File: src/rtl/wdt_pkg.sv
package wdt_pkg;

    localparam int SMI_CTL_W    = 32;
    localparam int TMR_CTL_W    = 16;
    localparam int STS_W        = 16;

    localparam int SMI_GLB_BIT  = 0;
    localparam int SMI_LOC_BIT  = 13;
    localparam int HALT_BIT     = 11;
    localparam int STS_TO_BIT   = 3;
    localparam int STS_ARM_BIT  = 4;

    localparam logic [SMI_CTL_W-1:0] SMI_CTL_RST = 32'h0000_2001;
    localparam logic [TMR_CTL_W-1:0] TMR_CTL_RST = '0;

    typedef struct packed {
        logic halt;
        logic smi_loc;
        logic smi_glb;
    } wdt_ctl_t;

    typedef struct packed {
        logic flag;
        logic arm;
        logic reboot;
    } wdt_stage_t;

    function automatic wdt_ctl_t decode_ctl(logic [SMI_CTL_W-1:0] smi,
                                            logic [TMR_CTL_W-1:0] tmr);
        wdt_ctl_t c;
        c.halt    = tmr[HALT_BIT];
        c.smi_loc = smi[SMI_LOC_BIT];
        c.smi_glb = smi[SMI_GLB_BIT];
        return c;
    endfunction

    function automatic logic [STS_W-1:0] pack_status(wdt_stage_t s);
        logic [STS_W-1:0] v;
        v              = '0;
        v[STS_TO_BIT]  = s.flag;
        v[STS_ARM_BIT] = s.arm;
        return v;
    endfunction

endpackage

File: src/rtl/wdt_cfg_regs.sv
module wdt_cfg_regs
    import wdt_pkg::*;
#(
    parameter int CNT_W = 10,
    parameter int unsigned RST_RELOAD = 600
) (
    input  logic                 clk,
    input  logic                 rst,
    input  logic                 smi_we,
    input  logic [SMI_CTL_W-1:0] smi_wdata,
    input  logic                 tmr_we,
    input  logic [TMR_CTL_W-1:0] tmr_wdata,
    input  logic                 rld_we,
    input  logic [CNT_W-1:0]     rld_wdata,
    output logic [SMI_CTL_W-1:0] smi_q,
    output logic [TMR_CTL_W-1:0] tmr_q,
    output logic [CNT_W-1:0]     rld_q,
    output wdt_ctl_t             ctl
);
    localparam logic [CNT_W-1:0] RLD_RST = CNT_W'(RST_RELOAD);

    always_ff @(posedge clk) begin
        if (rst) begin
            smi_q <= SMI_CTL_RST;
            tmr_q <= TMR_CTL_RST;
            rld_q <= RLD_RST;
        end else begin
            if (smi_we) smi_q <= smi_wdata;
            if (tmr_we) tmr_q <= tmr_wdata;
            if (rld_we) rld_q <= rld_wdata;
        end
    end

    always_comb ctl = decode_ctl(smi_q, tmr_q);

endmodule

File: src/rtl/wdt_down_counter.sv
module wdt_down_counter #(
    parameter int CNT_W = 10,
    parameter int unsigned RST_RELOAD = 600
) (
    input  logic             clk,
    input  logic             rst,
    input  logic             tick,
    input  logic             halt,
    input  logic             kick,
    input  logic [CNT_W-1:0] rld,
    output logic [CNT_W-1:0] count,
    output logic             expire
);
    localparam logic [CNT_W-1:0] CNT_RST = CNT_W'(RST_RELOAD);

    logic step;

    always_comb begin
        step   = tick && !halt && !kick;
        expire = step && (count == '0);
    end

    always_ff @(posedge clk) begin
        if (rst) begin
            count <= CNT_RST;
        end else if (kick || expire) begin
            count <= rld;
        end else if (step) begin
            count <= count - 1'b1;
        end
    end

endmodule

File: src/rtl/wdt_expiry_stage.sv
module wdt_expiry_stage
    import wdt_pkg::*;
(
    input  logic             clk,
    input  logic             rst,
    input  logic             expire,
    input  logic             kick,
    input  logic             sts_we,
    input  logic [STS_W-1:0] sts_wdata,
    input  wdt_ctl_t         ctl,
    output wdt_stage_t       st,
    output logic             smi
);
    logic clr;
    logic flag_eff;
    logic arm_eff;
    wdt_stage_t st_nx;

    always_comb begin
        clr      = sts_we && sts_wdata[STS_TO_BIT];
        flag_eff = st.flag && !clr;
        arm_eff  = st.arm && !clr && !kick;
        st_nx.flag   = flag_eff;
        st_nx.arm    = arm_eff;
        st_nx.reboot = st.reboot;
        if (expire) begin
            if (flag_eff && arm_eff) st_nx.reboot = 1'b1;
            st_nx.flag = 1'b1;
            st_nx.arm  = 1'b1;
        end
    end

    always_ff @(posedge clk) begin
        if (rst) st <= '0;
        else     st <= st_nx;
    end

    always_comb smi = st.flag && ctl.smi_loc && ctl.smi_glb;

endmodule

File: src/rtl/wdt_two_stage.sv
module wdt_two_stage
    import wdt_pkg::*;
#(
    parameter int CNT_W = 10,
    parameter int unsigned RST_RELOAD = 600
) (
    input  logic                 clk,
    input  logic                 rst,
    input  logic                 tick_i,
    input  logic                 kick_i,
    input  logic                 no_reboot_i,
    input  logic                 smi_ctl_we,
    input  logic [31:0]          smi_ctl_wdata,
    input  logic                 tmr_ctl_we,
    input  logic [15:0]          tmr_ctl_wdata,
    input  logic                 sts_we,
    input  logic [15:0]          sts_wdata,
    input  logic                 rld_we,
    input  logic [CNT_W-1:0]     rld_wdata,
    output logic [31:0]          smi_ctl_rdata,
    output logic [15:0]          tmr_ctl_rdata,
    output logic [15:0]          sts_rdata,
    output logic [CNT_W-1:0]     rld_rdata,
    output logic [CNT_W-1:0]     count_o,
    output logic                 smi_o,
    output logic                 reboot_o
);
    wdt_ctl_t         ctl;
    wdt_stage_t       st;
    logic [CNT_W-1:0] rld_q;
    logic [CNT_W-1:0] count;
    logic             expire;

    wdt_cfg_regs #(.CNT_W(CNT_W), .RST_RELOAD(RST_RELOAD)) u_regs (
        .clk       (clk),
        .rst       (rst),
        .smi_we    (smi_ctl_we),
        .smi_wdata (smi_ctl_wdata),
        .tmr_we    (tmr_ctl_we),
        .tmr_wdata (tmr_ctl_wdata),
        .rld_we    (rld_we),
        .rld_wdata (rld_wdata),
        .smi_q     (smi_ctl_rdata),
        .tmr_q     (tmr_ctl_rdata),
        .rld_q     (rld_q),
        .ctl       (ctl)
    );

    wdt_down_counter #(.CNT_W(CNT_W), .RST_RELOAD(RST_RELOAD)) u_cnt (
        .clk    (clk),
        .rst    (rst),
        .tick   (tick_i),
        .halt   (ctl.halt),
        .kick   (kick_i),
        .rld    (rld_q),
        .count  (count),
        .expire (expire)
    );

    wdt_expiry_stage u_stage (
        .clk       (clk),
        .rst       (rst),
        .expire    (expire),
        .kick      (kick_i),
        .sts_we    (sts_we),
        .sts_wdata (sts_wdata),
        .ctl       (ctl),
        .st        (st),
        .smi       (smi_o)
    );

    always_comb begin
        sts_rdata = pack_status(st);
        rld_rdata = rld_q;
        count_o   = count;
        reboot_o  = st.reboot && !no_reboot_i;
    end

endmodule

File: config.mk
export PLATFORM = sky130hd
export DESIGN_NAME = wdt_two_stage
export DESIGN_NICKNAME = d
export VERILOG_FILES = /design/src/rtl/wdt_pkg.sv /design/src/rtl/wdt_cfg_regs.sv /design/src/rtl/wdt_down_counter.sv /design/src/rtl/wdt_expiry_stage.sv /design/src/rtl/wdt_two_stage.sv
export SDC_FILE = /design/constraint.sdc
export NUM_CORES = 1
export LEC_CHECK = 0
export CORE_ASPECT_RATIO = 2
export CORE_MARGIN = 4
export CORE_UTILIZATION = 39
export CTS_CLUSTER_SIZE = 40
export DETAILED_ROUTE_END_ITERATION = 10
export GPL_TIMING_DRIVEN = 0
export PLACE_DENSITY = 0.81
export SYNTH_ARGS = -nofsm -noshare
export SYNTH_HDL_FRONTEND = slang
export SYNTH_SLANG_ARGS = --single-unit
File: constraint.sdc
create_clock -name clk -period 2.3 [get_ports clk]
set_input_delay 0.46 -clock clk [delete_from_list [all_inputs] [get_ports clk]]
set_output_delay 0.46 -clock clk [all_outputs]
set_load 0.01 [all_outputs]
== Yosys cells after proc, flatten, opt, wreduce, memory -nomap -nowiden ==
Cells that the tools add are included.

* Muxes and demuxes: 4
* Order comparisons: 0
* Divide/modulo/power cells: 0
* Reduce and logical (&&, ||, !) cells: 19
* Add/subtract/negate cells: 1
* Shift operators: 0
* Multipliers: 0
* Bitwise operators: 0
* Equal/unequal tests: 0

{| class="wikitable"
|+ Operators by type and width
! operator !! count
|-
| $mux W10 || 2
|-
| $logic_and A1 B1 Y1 || 11
|-
| $logic_not A10 Y1 || 1
|-
| $sub A10 B1 Y10 const B || 1
|-
| $logic_not A1 Y1 || 4
|-
| $mux W3 || 1
|-
| $reduce_and A2 Y1 || 1
|-
| $reduce_bool A2 Y1 || 1
|-
| $logic_or A1 B1 Y1 || 1
|-
| $mux W1 || 1
|}

* Memories kept: 0
* Register bits: 71
* Logic and storage cells: 31
* Memory bits (writable): 0
* Bits in read-only memories: 0
* Latch bits: 0

== Longest topological paths before layout ==
* Depth in word-level cells: 7
* Depth in mapped cells: 6

== By module ==
A second synthesis with hierarchy kept.

* Cells, all modules: 297
* Area total of the unflattened synthesis: 3014.1 sq um

{| class="wikitable"
|+ Modules (own cells, without submodules)
! module !! area each (sq um) !! instances !! sequential area each (sq um) !! cells each
|-
| wdt_cfg_regs || 2130.8 || 1 || 1161.1 || 190
|-
| wdt_down_counter || 649.4 || 1 || 200.2 || 78
|-
| wdt_two_stage || 122.6 || 1 || 0.0 || 16
|-
| wdt_expiry_stage || 111.4 || 1 || 60.1 || 13
|}

== Least setup slack after synthesis ==
No wires, ideal clock.

* Path kind: register to register
* From: register u_cnt.count[0]
* To: register u_cnt.count[6]
* Data arrival time: 1642 ps
* Stages on the path, launching flop included: 7
* Setup slack: 538 ps
* Clock period less this slack: 1762 ps
* Cells stage by stage: dfxtp_1 > inv_1 > ha_1 > or3b_1 > nor4_2 > xor2_1 > a211o_1

* Longest elaborated chain between the ends: 4

{| class="wikitable"
|+ RTL lines
! item !! RTL line !! RTL
|-
| start: declaration || wdt_down_counter.sv:11 || <nowiki>output logic [CNT_W-1:0] count,</nowiki>
|-
| start signal: assignment || wdt_down_counter.sv:27 || <nowiki>count <= rld;</nowiki>
|-
| start signal: assignment || wdt_down_counter.sv:29 || <nowiki>count <= count - 1'b1;</nowiki>
|-
| branches (longest 4 deep; another with $sub A10 B1 Y10) || n/a ||
|}

Several ways; the timed one is not identified. The select of a mux whose other input is x is not followed.
A chain may end at the register's enable or synchronous reset.

== Final worst setup path ==
* From: input port no_reboot_i
* To: output port reboot_o

* Longest elaborated chain between the ends: 2

{| class="wikitable"
|+ RTL lines
! item !! RTL line !! RTL
|-
| start: declaration || wdt_two_stage.sv:11 || <nowiki>input logic no_reboot_i,</nowiki>
|-
| $logic_not A1 Y1 || wdt_two_stage.sv:76 || <nowiki>reboot_o = st.reboot && !no_reboot_i;</nowiki>
|-
| $logic_and A1 B1 Y1 || wdt_two_stage.sv:76 ||
|-
| end: declaration || wdt_two_stage.sv:26 || <nowiki>output logic reboot_o</nowiki>
|}

No other way between the ends.

==> metrics.md <==
| Metric | Value |
|---|---|
| Outcome | `finished clean` |
| Die area | `9425 um2` |
| Worst Hold Class | `in2reg` |
| Slowest-stage cell, CP | `clkdlybuf4s50_1` |
| Crit path DAT | `1.50 ns` |
| Worst-margin pin slew | `0.6516 ns` |
| Layout cells sized above 1 | `11.06%` |
| Drt first-iter violations | `135` |
| Total number of vias | `2735` |
| Synth area leader | `dfxtp_1` |
| Vias per inst | `4.849` |
| PortBufs | `135` |
| Gpl congestion | `0.9305` |
| LEAKAGE | `2.063 nW` |
| First-pass GRT wire length | `14.12 mm` |
| Tot GR Track Use | `19.10%` |
| Mean Syn Cell Area | `9.981 um2` |
| Syn Inst Count | `307` |
| Hold_sp | `rst` |
| Synthesized cell area | `3064 um2` |
| Net Sw Frac | `23.69%` |
| Die X | `70.68 um` |
| Clock sinks | `71` |
| Post-synthesis sequential area ratio | `46.39%` |
| Fin cells | `564` |
| TNS Setup | `0 ns` |
| Post-synthesis register bit count | `71` |
| Reg-to-reg critical path startpoint | `u_cnt.count[0]$_SDFFE_PP0P_` |
| Max_slew headroom | `56.56%` |
| Fillers | `655` |
| Final setup vio count | `0` |
| Pint | `2.584 mW` |
| Minimum clock period | `1.964 ns` |
| Initial antenna violation count | `0` |
| Clock Latency Late Sink | `0.33 ns` |
| Crit-path max cell delay | `0.54 ns` |
| Post-route clock period utilization | `85.39%` |
| Crit-path cells | `clkdlybuf4s50_1 -> nor2b_1 -> clkdlybuf4s50_1` |
| Pwr per Cell Area | `692.1 nW/um2` |
| Initial Utilization | `40.31%` |
| # DRC | `0` |
| Routed WL | `9.012 mm` |
| Sequential share of power | `40.3%` |
| Crit-path leading delay family | `buffers and inverters` |
| Final Skew | `0.002528 ns` |
| Synth-to-Final Area Change | `59.70%` |
| Ys flop type | `dfxtp_1` |
| Final core utilization | `64.38%` |
| Switching power | `0.8025 mW` |
| Cts repair resizes | `0` |
| Core area | `7601 um2` |
| IO Count | `169` |
| Max cap viols | `0` |
| ANT cells | `0` |
| RSZ-0062 raised after global routing | `false` |
| Clock power frac | `42.7%` |
| Number of global-route vias before repair | `2888` |
| Path depth of the worst reg2reg path | `6` |
| Post-CTS Hold Buffers | `0` |
| Number of synthesized flops with an enable pin | `0` |
| Postcts setup bufs | `0` |
| Hold Path End | `u_cnt.count[9]$_SDFFE_PP1P_` |
| Num rows | `45` |
| Tot Pwr | `3.387 mW` |
| Ys Warns | `0` |
| Synth top area share | `46.39%` |
| Critical Path RT | `1.84 ns` |
| Post-synth ARST share | `0%` |
| Gate power share | `17.0%` |
| Area after DPL | `4582 um2` |
| Setup ws final | `0.3360 ns` |
| Largest net degree at the start of global routing | `13` |
| CTS clk-pin slew, worst paths | `0.05 ns` |
| Post-Place Worst Slack | `0.1442 ns` |
| Grt ovf | `0` |
| Pre-Repair DR Iteration Count | `4` |
| Cells after DPL | `549` |
| Top cells by area, synth | `dfxtp_1 (46%), mux2i_1 (18%), nor2_1 (7.3%)` |
| ANT nets after route | `0` |
| Hold path cells | `3` |
| Final Hold Viols | `0` |
| Crit end category | `output pin` |
| FMAX | `509.2 MHz` |
| Distinct cells, synth | `46` |
| WHS | `0.3864 ns` |
| CTS tree | `yes` |
| Num CTS Buffers | `9` |
| FF-to-FF setup slack | `0.41 ns` |
| Register area | `1421 um2` |
| Critical path buffer and inverter count | `2` |
| Routed wire per std cell | `15.98 um` |
| Startpoint types | `primary input` |
| Die Ht | `133.4 um` |
| VDD IR max | `0.5203 mV` |
| Clock Tree Buf Depth | `2` |
| Max FO, Critical Path | `1` |
| Crit Path Class | `in2out` |
| Post-DP HPWL | `7.185 mm` |
| Root buffer cell | `clkbuf_16` |
| Multi-input logic area | `1449 um2` |
| Worst path most repeated cell | `clkdlybuf4s50_1` |
| Reg-to-reg endpoint | `u_cnt.count[6]$_SDFFE_PP1P_` |
| Post-Layout Inst Area | `4893 um2` |
| Max H-tree Level | `3` |
| Max Slew Vio Count | `0` |
| Nets | `551` |
==> kinds of logic after synthesis <==
group | count (synthesis) | share of synthesized area (%)
simple gates | 104 | 17.60
buf+inv | 38 | 7.921
mux | 55 | 17.97
xor+xnor | 3 | 0.8576
fa+ha+maj | 2 | 0.8165
compound gates | 33 | 8.331
flops | 71 | 46.39
other cells | 1 | 0.1224
==> placed cells by master (no fill, tap or decap), types with 3 or more instances in the layout <==
cell type,n
nor2b_1,8
a211o_1,7
conb_1,14
dfxtp_1,71
nand2_1,7
nand3b_1,3
buf_2,5
nor2_1,60
a31oi_1,3
nor4_2,3
clkdlybuf4s50_1,135
buf_6,4
a21oi_1,6
o211ai_1,4
nand2b_1,6
buf_4,17
inv_1,3
nand3_1,3
clkbuf_16,9
mux2i_1,55
clkbuf_1,8
==> sequential cells by signal, summed over array words and instances, names as in the netlist <==
name          count
u_regs.smi_q     32
u_regs.tmr_q     16
u_cnt.count      10
u_regs.rld_q     10
u_stage.st        3
==> power groups by stage <==
stage / registers, mW / clock network (mW) / logic [mW]
2_1_floorplan: 1.41 / 0 / 0.238
3_3_place_gp: 1.38 / 0 / 0.566
3_5_place_dp: 1.39 / 0 / 0.577
4_1_cts: 1.36 / 1.49 / 0.581
5_1_grt: 1.37 / 1.52 / 0.621
6_report: 1.36 / 1.45 / 0.576
==> area by class of cell <==
| type | count | share of cell area [%] |
|---|---|---|
| multi-input combinational | 211 | 29.61 |
| sequential | 71 | 29.05 |
| timing repair buffer | 135 | 27.61 |
| buffer | 35 | 4.730 |
| clock buffer | 9 | 4.602 |
| tap | 94 | 2.403 |
| clock inverter | 6 | 1.764 |
| inverter | 3 | 0.2301 |
==> cells in the mapped netlist (2+ instances only) <==
master	n
o211ai_1	4
ha_1	2
nand2b_1	6
nand2_1	7
inv_1	3
dfxtp_1	71
nor4_2	3
clkbuf_1	8
o21ai_0	2
a211o_1	7
a211oi_1	2
nor3_1	2
nand3b_1	3
nor4_1	2
nor2_1	60
mux2i_1	55
nand3_1	3
nor2b_1	8
buf_6	4
xor2_1	2
buf_4	17
a31oi_1	3
buf_2	5
a21oi_1	6
==> layer usage <==
metal / wire length, um / share of wire [%] / vias up / track usage, %
met5: 0 / 0 / - / 0
met4: 366 / 4.1 / 0 / 10.46
met3: 532 / 5.9 / 22 / 5.363
met2: 5100 / 57 / 100 / 36.12
met1: 3013 / 33 / 1263 / 17.82
li1: - / - / 1350 / -
==> worst max-delay path by stage <==
stage	startpoint	end	depth (start not counted)
2_1_floorplan	u_cnt.count[0]$_SDFFE_PP0P_	u_cnt.count[6]$_SDFFE_PP1P_	6
3_3_place_gp	tick_i	u_cnt.count[6]$_SDFFE_PP1P_	5
3_5_place_dp	tick_i	u_cnt.count[6]$_SDFFE_PP1P_	5
4_1_cts	no_reboot_i	reboot_o	3
5_1_grt	u_cnt.count[0]$_SDFFE_PP0P_	u_cnt.count[6]$_SDFFE_PP1P_	6
6_report	no_reboot_i	reboot_o	3
==> tightest hold or removal path, delay by kind of cell <==
| kind | cells | cell delay, ns |
|---|---|---|
| buffers and inverters | 1 | 0.11 |
| AOI/OAI and AO/OA | 2 | 0.11 |
Power figures use the tool's default switching activity.
